==> src/rtl/txs_pkg.sv <==
package txs_pkg;
   typedef enum logic [1:0] {
      ST_IDLE = 2'd0,
      ST_WAIT = 2'd1,
      ST_SEND = 2'd2,
      ST_HOLD = 2'd3
   } txs_state_e;
endpackage

==> src/rtl/txs_store.sv <==
module txs_store #(
   parameter int DATA_W = 8,
   parameter int DEPTH  = 256,
   localparam int AW    = $clog2(DEPTH),
   localparam int CNT_W = AW + 1
) (
   input  logic              clk,
   input  logic              rst_n,
   input  logic              push,
   input  logic [DATA_W-1:0] push_data,
   input  logic              push_eop,
   input  logic              pop,
   output logic [DATA_W-1:0] head_data,
   output logic              head_eop,
   output logic [CNT_W-1:0]  level,
   output logic [CNT_W-1:0]  eop_level
);
   logic [DATA_W:0]  mem [DEPTH];
   logic [AW-1:0]    wptr_q, rptr_q;
   logic [CNT_W-1:0] level_q, eop_q;
   logic             eop_in, eop_out;

   assign {head_eop, head_data} = mem[rptr_q];
   assign level     = level_q;
   assign eop_level = eop_q;
   assign eop_in    = push & push_eop;
   assign eop_out   = pop & head_eop;

   always_ff @(posedge clk) begin
      if (push) mem[wptr_q] <= {push_eop, push_data};
   end

   always_ff @(posedge clk) begin
      if (!rst_n) begin
         wptr_q  <= '0;
         rptr_q  <= '0;
         level_q <= '0;
         eop_q   <= '0;
      end else begin
         if (push) wptr_q <= wptr_q + 1'b1;
         if (pop)  rptr_q <= rptr_q + 1'b1;
         case ({push, pop})
            2'b10:   level_q <= level_q + 1'b1;
            2'b01:   level_q <= level_q - 1'b1;
            default: level_q <= level_q;
         endcase
         case ({eop_in, eop_out})
            2'b10:   eop_q <= eop_q + 1'b1;
            2'b01:   eop_q <= eop_q - 1'b1;
            default: eop_q <= eop_q;
         endcase
      end
   end


   pop_nonempty_chk: assert property (@(posedge clk) disable iff (!rst_n)
      pop |-> level_q != '0);

   push_room_chk: assert property (@(posedge clk) disable iff (!rst_n)
      push |-> level_q != CNT_W'(DEPTH));

   level_bound_chk: assert property (@(posedge clk) disable iff (!rst_n)
      level_q <= CNT_W'(DEPTH));
endmodule

==> src/rtl/txs_start_fsm.sv <==
module txs_start_fsm
   import txs_pkg::*;
#(
   parameter int DEPTH       = 256,
   parameter bit SINGLE_CHAN = 1'b0,
   localparam int CNT_W      = $clog2(DEPTH) + 1,
   localparam logic [5:0] N_MASK = SINGLE_CHAN ? 6'h3F : 6'h0F
) (
   input  logic             clk,
   input  logic             rst_n,
   input  logic             cfg_min_only,
   input  logic [CNT_W-1:0] cfg_min_lvl,
   input  logic [5:0]       cfg_restart_n,
   input  logic [CNT_W-1:0] level,
   input  logic [CNT_W-1:0] eop_level,
   input  logic             head_eop,
   input  logic             rd_req,
   input  logic             wr_en,
   input  logic             wr_eop,
   output txs_state_e       state,
   output logic             pkt_start,
   output logic             pkt_abort,
   output logic             pop,
   output logic             push
);
   txs_state_e       state_q, state_d;
   logic             min_only_q;
   logic [CNT_W-1:0] min_lvl_q, restart_lvl_q, restart_lvl_w;
   logic [5:0]       n_eff;
   logic             discard_q, discard_d;
   logic             nonempty, full, lvl_ok, drop;

   assign n_eff         = cfg_restart_n & N_MASK;
   assign restart_lvl_w = CNT_W'({n_eff, 4'b0001});

   assign nonempty  = level != '0;
   assign full      = level == CNT_W'(DEPTH);
   assign lvl_ok    = nonempty && (level >= min_lvl_q);
   assign pkt_start = (state_q == ST_WAIT) &&
                      (lvl_ok || (!min_only_q && eop_level != '0));
   assign pop       = (state_q == ST_SEND) && rd_req && nonempty;
   assign pkt_abort = (state_q == ST_SEND) && rd_req && !nonempty;
   assign drop      = discard_q || pkt_abort;
   assign push      = wr_en && !drop && !full;
   assign state     = state_q;

   always_comb begin
      state_d = state_q;
      unique case (state_q)
         ST_IDLE: state_d = ST_WAIT;
         ST_WAIT: if (pkt_start) state_d = ST_SEND;
         ST_SEND: begin
            if (pop && head_eop)  state_d = ST_IDLE;
            else if (pkt_abort)   state_d = ST_HOLD;
         end
         ST_HOLD: if (!discard_q && level >= restart_lvl_q) state_d = ST_IDLE;
         default: state_d = ST_IDLE;
      endcase
   end

   always_comb begin
      discard_d = discard_q;
      if (pkt_abort)                          discard_d = !(wr_en && wr_eop);
      else if (discard_q && wr_en && wr_eop)  discard_d = 1'b0;
   end

   always_ff @(posedge clk) begin
      if (!rst_n) begin
         state_q       <= ST_IDLE;
         discard_q     <= 1'b0;
         min_only_q    <= 1'b0;
         min_lvl_q     <= '0;
         restart_lvl_q <= CNT_W'(1);
      end else begin
         state_q   <= state_d;
         discard_q <= discard_d;
         if (state_q == ST_IDLE) begin
            min_only_q    <= cfg_min_only;
            min_lvl_q     <= cfg_min_lvl;
            restart_lvl_q <= restart_lvl_w;
         end
      end
   end


   start_nonempty_chk: assert property (@(posedge clk) disable iff (!rst_n)
      pkt_start |-> level != '0);

   abort_no_restart_chk: assert property (@(posedge clk) disable iff (!rst_n)
      pkt_abort |=> !pkt_start && !pop);

   discard_drop_chk: assert property (@(posedge clk) disable iff (!rst_n)
      (discard_q && wr_en) |-> !push);

   hold_no_start_chk: assert property (@(posedge clk) disable iff (!rst_n)
      (state_q == ST_HOLD) |=> !pkt_start);

   shadow_frozen_chk: assert property (@(posedge clk) disable iff (!rst_n)
      (state_q != ST_IDLE) |=> $stable(min_lvl_q) && $stable(min_only_q) && $stable(restart_lvl_q));
endmodule

==> src/rtl/txs_fa_status.sv <==
module txs_fa_status #(
   parameter int DEPTH    = 256,
   parameter int FA_SPACE = 16,
   localparam int CNT_W   = $clog2(DEPTH) + 1
) (
   input  logic             clk,
   input  logic             rst_n,
   input  logic [CNT_W-1:0] level,
   input  logic             polled,
   input  logic             poll,
   output logic             fa
);
   logic room, fa_q;

   assign room = (CNT_W'(DEPTH) - level) >= CNT_W'(FA_SPACE);
   assign fa   = fa_q;

   always_ff @(posedge clk) begin
      if (!rst_n) fa_q <= 1'b0;
      else        fa_q <= room && (!polled || poll);
   end


   poll_quiet_chk: assert property (@(posedge clk) disable iff (!rst_n)
      (polled && !poll) |=> !fa);
endmodule

==> src/rtl/tx_start_ctrl.sv <==
module tx_start_ctrl
   import txs_pkg::*;
#(
   parameter int DATA_W      = 8,
   parameter int DEPTH       = 256,
   parameter bit SINGLE_CHAN = 1'b0,
   parameter int FA_SPACE    = 16,
   localparam int CNT_W      = $clog2(DEPTH) + 1,
   localparam int N_MAX      = SINGLE_CHAN ? 63 : 15
) (
   input  logic              clk,
   input  logic              rst_n,
   input  logic              cfg_min_only,
   input  logic [CNT_W-1:0]  cfg_min_lvl,
   input  logic [5:0]        cfg_restart_n,
   input  logic              cfg_fa_polled,
   input  logic              fa_poll,
   input  logic              wr_en,
   input  logic [DATA_W-1:0] wr_data,
   input  logic              wr_eop,
   output logic              wr_full,
   input  logic              rd_req,
   output logic              rd_valid,
   output logic [DATA_W-1:0] rd_data,
   output logic              rd_eop,
   output logic              pkt_start,
   output logic              pkt_abort,
   output logic              fa_out
);
   generate
      if ((1 << $clog2(DEPTH)) != DEPTH) begin : g_bad_depth
         $error("DEPTH must be a power of two");
      end
      if (DEPTH < 16 * N_MAX + 1) begin : g_bad_restart
         $error("DEPTH too small for the largest restart level");
      end
      if (FA_SPACE < 1 || FA_SPACE > DEPTH) begin : g_bad_space
         $error("FA_SPACE out of range");
      end
      if (DATA_W < 1) begin : g_bad_width
         $error("DATA_W must be positive");
      end
   endgenerate

   txs_state_e        state;
   logic              push, pop, head_eop;
   logic [DATA_W-1:0] head_data;
   logic [CNT_W-1:0]  level, eop_level;

   txs_store #(.DATA_W(DATA_W), .DEPTH(DEPTH)) u_store (
      .clk(clk), .rst_n(rst_n),
      .push(push), .push_data(wr_data), .push_eop(wr_eop),
      .pop(pop),
      .head_data(head_data), .head_eop(head_eop),
      .level(level), .eop_level(eop_level)
   );

   txs_start_fsm #(.DEPTH(DEPTH), .SINGLE_CHAN(SINGLE_CHAN)) u_fsm (
      .clk(clk), .rst_n(rst_n),
      .cfg_min_only(cfg_min_only), .cfg_min_lvl(cfg_min_lvl),
      .cfg_restart_n(cfg_restart_n),
      .level(level), .eop_level(eop_level), .head_eop(head_eop),
      .rd_req(rd_req), .wr_en(wr_en), .wr_eop(wr_eop),
      .state(state), .pkt_start(pkt_start), .pkt_abort(pkt_abort),
      .pop(pop), .push(push)
   );

   txs_fa_status #(.DEPTH(DEPTH), .FA_SPACE(FA_SPACE)) u_fa (
      .clk(clk), .rst_n(rst_n),
      .level(level), .polled(cfg_fa_polled), .poll(fa_poll),
      .fa(fa_out)
   );

   assign wr_full  = level == CNT_W'(DEPTH);
   assign rd_valid = pop;
   assign rd_data  = pop ? head_data : '0;
   assign rd_eop   = pop & head_eop;


   valid_only_sending_chk: assert property (@(posedge clk) disable iff (!rst_n)
      rd_valid |-> state == ST_SEND);

   abort_excl_chk: assert property (@(posedge clk) disable iff (!rst_n)
      $countones({rd_valid, pkt_abort, pkt_start}) <= 1);
endmodule

==> config.mk <==
export PLATFORM = sky130hd
export DESIGN_NAME = tx_start_ctrl
export DESIGN_NICKNAME = d
export VERILOG_FILES = /design/src/rtl/txs_pkg.sv /design/src/rtl/txs_store.sv /design/src/rtl/txs_start_fsm.sv /design/src/rtl/txs_fa_status.sv /design/src/rtl/tx_start_ctrl.sv
export SDC_FILE = /design/constraint.sdc
export NUM_CORES = 2
export LEC_CHECK = 0
export ABC_AREA = 1
export BUFFER_PORTS_ARGS = -buffer_cell sky130_fd_sc_hd__buf_4
export CAP_MARGIN = 20
export CORE_MARGIN = 2
export CORE_UTILIZATION = 35
export CTS_CLUSTER_DIAMETER = 50
export DETAILED_ROUTE_END_ITERATION = 6
export PLACE_DENSITY_LB_ADDON = 0.1
export SLEW_MARGIN = 40
export SYNTH_ARGS = -nofsm -noshare
export SYNTH_HDL_FRONTEND = slang
export SYNTH_SLANG_ARGS = --single-unit
==> constraint.sdc <==
create_clock -name clk -period 6.8 [get_ports clk]
set_input_delay 2.04 -clock clk [delete_from_list [all_inputs] [get_ports clk]]
set_output_delay 2.04 -clock clk [all_outputs]
set_load 0.02 [all_outputs]
; Word level (Yosys, flattened, before mapping)
; Memories as Yosys holds them, arrays and structs flattened. A register that Yosys moved wholly into a read port is not among the register bits.
; Cells that the tools add are included.
[op_classes]
bitwise_logic = 2
n_eq_ne = 11
n_addsub = 7
n_lt_le_gt_ge = 3
muxes = 14
reduce_logical = 31
[op_table]
columns = op, count
row1 = 9-bit case mux with 2 select lines, 2
row2 = 8-bit two-way mux, 3
row3 = 9-bit by 1-bit adder with 9-bit output (second input constant), 2
row4 = 9-bit nonzero test, 2
row5 = 9-bit by 1-bit subtractor with 9-bit output (second input constant), 2
row6 = 8-bit by 1-bit adder with 8-bit output (second input constant), 2
row7 = 1-bit logical AND, 14
row8 = 9-bit == test (second input constant), 1
row9 = 9-bit by 5-bit >= comparator with 1-bit output (second input constant), 1
row10 = 9-bit by 8-bit >= comparator with 1-bit output, 1
row11 = 9-bit >= comparator, 1
row12 = 9-bit subtractor (first input constant), 1
row13 = 2-bit == test (second input constant), 4
row14 = 2-bit two-way mux, 4
row15 = 2-bit case mux with 4 select lines, 1
row16 = 1-bit logical NOT, 7
row17 = 2-bit by 1-bit == test with 1-bit output (second input constant), 3
row18 = 2-bit nonzero test, 3
row19 = 1-bit two-way mux, 4
row20 = 1-bit logical OR, 3
row21 = 3-bit by 2-bit != test with 1-bit output (second input constant), 1
row22 = 3-bit AND reduction, 1
row23 = 1-bit bitwise AND, 2
row24 = 2-bit logical NOT, 1
row25 = other kinds (2), 2
[word_totals]
regBits = 52
out_inout_bits = 14
ramBits = 2304
inputBits = 31
n_memories = 1
elab_cells = 79
[mem_list]
columns = memory, words, word_bits, read_ports, rd_ports_with_merged_regs, wr, line
row1 = u_store.mem, 256, 9, 1, 1, 1, txs_store.sv:18  ; logic [DATA_W:0] mem [DEPTH];

; Logic depth before layout (Yosys ltp)
[logic_depth]
ltp_word = 10
depth_mapped = 27
ltp_nobuf = 25

; Hierarchy
; Synthesis repeated with hierarchy kept, for this count alone.
[unflattened]
hier_cells = 8281
area_unflattened_um2 = 96901.7
[by_module_without_submodules]
columns = module, seq_area_each_um2, area_per_inst_um2, cells_each, n_inst
row1 = txs_store, 70027.2, 95477.8, 8057, 1
row2 = txs_start_fsm, 340.3, 1224.9, 180, 1
row3 = tx_start_ctrl, 0.0, 102.6, 26, 1
row4 = txs_fa_status, 20.0, 96.3, 18, 1

; Worst setup path before layout
; Ideal clock, no wire load.
[synth_path]
kind = input to output
start = input rd_req
end = output rd_data[1]
path_buffers = 1
setup_slack_ns = 1.656
path_stages = 5
arrival_ns = 3.104
required_ns = 4.760
cell_sequence = nand2_1 -> nor2_1 -> buf_2 -> nand2_1 -> a31oi_1
[synth_via]
elab_chain_len = 3
[synth_lines]
columns = item, line
row1 = from (decl), tx_start_ctrl.sv:22  ; input logic rd_req,
row2 = 1-bit logical AND (2 in a row), txs_start_fsm.sv:41  ; assign pop = (state_q == ST_SEND) && rd_req && nonempty;
row3 = via rd_valid, tx_start_ctrl.sv:23  ; output logic rd_valid,
row4 = 8-bit two-way mux, tx_start_ctrl.sv:76  ; assign rd_data = pop ? head_data : '0;
row5 = to (decl), tx_start_ctrl.sv:24  ; output logic [DATA_W-1:0] rd_data,
; The timed path passes the listed nets, and every way through them passes these cells.

==> run metrics <==
outcome complete, no violations; Clk Latency, worst-skew pair between 0.9 and 1 ns; worst slew pin tran between 0.8 and 0.9 ns; RSZ-0062 raised after global routing no; maximum clock rate approximately 150 MHz; R2R Path End u_store.eop_level[8]; first-pass GRT wire length roughly 430000 um; clk slew on worst S/H paths 0.06 ns; CTS Buffer Depth 4; r2r worst-path depth 22; worst vdd ir about 0.29 mV; Pleak 36.6 nW; startpoint types flop; vias post-DR around 60000; hold_buf cts 0; Synth area leaders edfxtp_1, o21ai_0, nor2_1, nand3_1, o22ai_1; top post-synthesis cells by count edfxtp_1, nor2_1, o21ai_0; CP cell instances inv_16 > buf_12 > o21ai_0 > o22ai_1 > nand2_1 > nand3_1 > nand3_1 > nand3_1 > nand3_1 > nand3_1 > nand2_1 > a31oi_1 > buf_4; Arr. time, crit path approximately 4.7 ns; Post-Syn Area per Cell 12.4 um2; max incr delay on CP 0.58 ns; area leader, netlist edfxtp_1; HPWL Detailed roughly 160000 um; maxcap violations 0; Final min period approximately 6.7 ns; Synth top area share about 73%; 1st-iter DRT viols approximately 5700; Warnings, synthesis 0; Design Power approximately 37 mW; share of cells above drive strength 1 approximately 12%; Critical Path Stages 13; Total Routing Usage GR between 20% and 30%; fin crit share between 90% and 100%; EDFF count, synth 2304; core box area between 0.2 and 0.3 mm2; port bufs 42; initial antenna violation count 4; CP Data Required Time approximately 4.8 ns; # setup viols final 0; Mapped Area roughly 0.095 mm2; final global-route overflow total 0; Vert. Die Dim between 500 and 600 um; Yosys reg bits approximately 2400; skew final 0.0603 ns; Mapped Nets just under 8000; Post-route DRC 0; hold_ws between 0.4 and 0.5 ns; Worst Setup End Kind primary output; Hold Path Class reg -> reg; average wire per standard cell between 20 and 30 um; post-synthesis sequential area ratio between 70% and 80%; Final Hold Fails 0; TNS Setup 0 ns; vias in the first global route between 50000 and 60000; CTS tree yes; placed instance area roughly 0.1 mm2; drt pass-1 iters 6; die area 0.276 mm2; largest net degree at the start of global routing approximately 140; Site Rows roughly 190; CP most frequent cell nand3_1; Max Slew Vio Count 0; Gate Count Post-Synth 7657; H-tree lvl count 5; post-layout util 41.0%; Sink Count ~2400; die width 526 um; Root Buffer clkbuf_16; Post-DRT Antenna Nets 0; ys flop type edfxtp_1; Synth cell types 43; I/O pin count 45; pwr dens about 340 mW/mm2; Finished Cell Area about 0.11 mm2; Slowest-stage cell, CP a31oi_1; Buf/Inv on CP 3; Crit Path Category reg -> out; slew margin rel. 41.6%; CP Max Fanout 79; post-synthesis async set-or-reset flop share 0%; drt total wl between 200000 and 300000 um; nets@finish around 7700; critical path capture point rd_data[2]; Initial Util 35.2%; area grow syn2layout 16.5%; GPL Wtd Cong a little over 0.8; crit-path leading delay family simple AND/OR/NAND/NOR gates; top-count cell post-synth edfxtp_1; R2R Setup Slk 1.20 ns; TritonCTS Buffers 327; via/cell ratio 5.32
==> worst min-delay path: cells and delay by family, from the launching register on <==
kind                   cells  cell delay [ns]
buffers and inverters      1             0.06
AO/OA/AOI/OAI              1             0.05
flip-flops                 1             0.29
==> cells by family after synthesis <==
family	after synthesis	synth area share [%]
and+or+nand+nor	2897	12.4
DFF	2364	73.9
AOI/OAI and AO/OA	1705	9.70
buffers and inverters	641	3.33
adders and majority gates	38	0.515
xor gates and xnor gates	12	0.110
==> worst min path at each step <==
stage | start | to | slack [ns] | depth (start not counted)
after floorplan | u_fsm.min_only_q | u_fsm.min_only_q | 0.42 | 2
after global placement | u_fsm.min_only_q | u_fsm.min_only_q | 0.44 | 2
after detailed placement | u_fsm.min_only_q | u_fsm.min_only_q | 0.44 | 2
after CTS | u_fsm.min_only_q | u_fsm.min_only_q | 0.45 | 2
after global routing | u_fsm.min_lvl_q[6] | u_fsm.min_lvl_q[6] | 0.48 | 2
final | u_fsm.min_only_q | u_fsm.min_only_q | 0.45 | 2
==> through the flow <==
step           instances  setup slack [ns]
2_1_floorplan       7657              1.66
3_3_place_gp       10898             0.842
3_5_place_dp       10901             0.860
4_1_cts            11480            0.0324
5_1_grt            11485            0.0142
6_report           11488             0.106
==> final cells by class <==
| type | instances | area, um2 |
|---|---|---|
| Antenna cell | 4 | 10.0 |
| Tap cell | 3570 | 4470 |
| Clock buffer | 396 | 8550 |
| Inverter | 94 | 408 |
| Timing Repair Buffer | 234 | 2760 |
| Sequential cell | 2364 | 70400 |
| Timing Repair inverter | 1 | 8.76 |
| Multi-Input combinational cell | 4652 | 22300 |
| Clock inverter | 173 | 2020 |
| Fill cell | 25256 | 160000 |
==> placed cells by master, fill, tap and decap left out, types with 3 or more instances in the layout <==
| cell | count |
|---|---|
| clkinv_1 | 37 |
| inv_6 | 25 |
| clkinv_4 | 16 |
| inv_8 | 6 |
| nor2_2 | 224 |
| nand2_1 | 799 |
| buf_8 | 9 |
| a31oi_1 | 7 |
| inv_1 | 80 |
| clkinv_2 | 34 |
| nand4_1 | 7 |
| xor2_1 | 9 |
| diode_2 | 4 |
| o21bai_1 | 8 |
| and3_1 | 3 |
| nand3_1 | 698 |
| buf_4 | 151 |
| buf_16 | 6 |
| clkbuf_16 | 331 |
| nor3_1 | 10 |
| buf_6 | 4 |
| ha_1 | 36 |
| o211ai_1 | 4 |
| clkbuf_1 | 63 |
| dfxtp_4 | 5 |
| nand3_2 | 6 |
| a21oi_1 | 54 |
| nor2_1 | 1119 |
| bufinv_16 | 36 |
| clkinv_8 | 4 |
| o22ai_1 | 517 |
| clkinvlp_4 | 25 |
| o21ai_0 | 1011 |
| buf_12 | 64 |
| dfxtp_1 | 53 |
| o21ai_1 | 99 |
| nand2_2 | 16 |
| edfxtp_1 | 2304 |
| xnor2_1 | 3 |
==> registers in the layout, indices dropped and copies added (netlist names), named ones only <==
signal               flops
u_fa.fa                  1
u_fsm.discard_q          1
u_fsm.min_lvl_q          9
u_fsm.min_only_q         1
u_fsm.restart_lvl_q      4
u_fsm.state              2
u_store.eop_level        9
u_store.level            9
u_store.mem           2304
u_store.rptr_q           8
u_store.wptr_q           8
==> per-layer routing <==
metal	wire length, um	share of wire [%]	global-route usage, %
met2	135000	46	32.5
met3	16700	5.7	3.51
met1	137000	46	30.2
met5	0	0	0
met4	6270	2.1	5.28
==> report_power, final <==
group / switching, mW / internal (mW)
logic: 3.12 / 1.30
registers: 0.0598 / 16.1
clock network: 6.42 / 10.3
==> timing repair <==
item / 4_1_cts / 5_1_grt
setup endpoints to repair: 8 / 0
setup buffers: 9 / 0
resized for setup: 0 / 0
(Power assumes the default switching activity.)
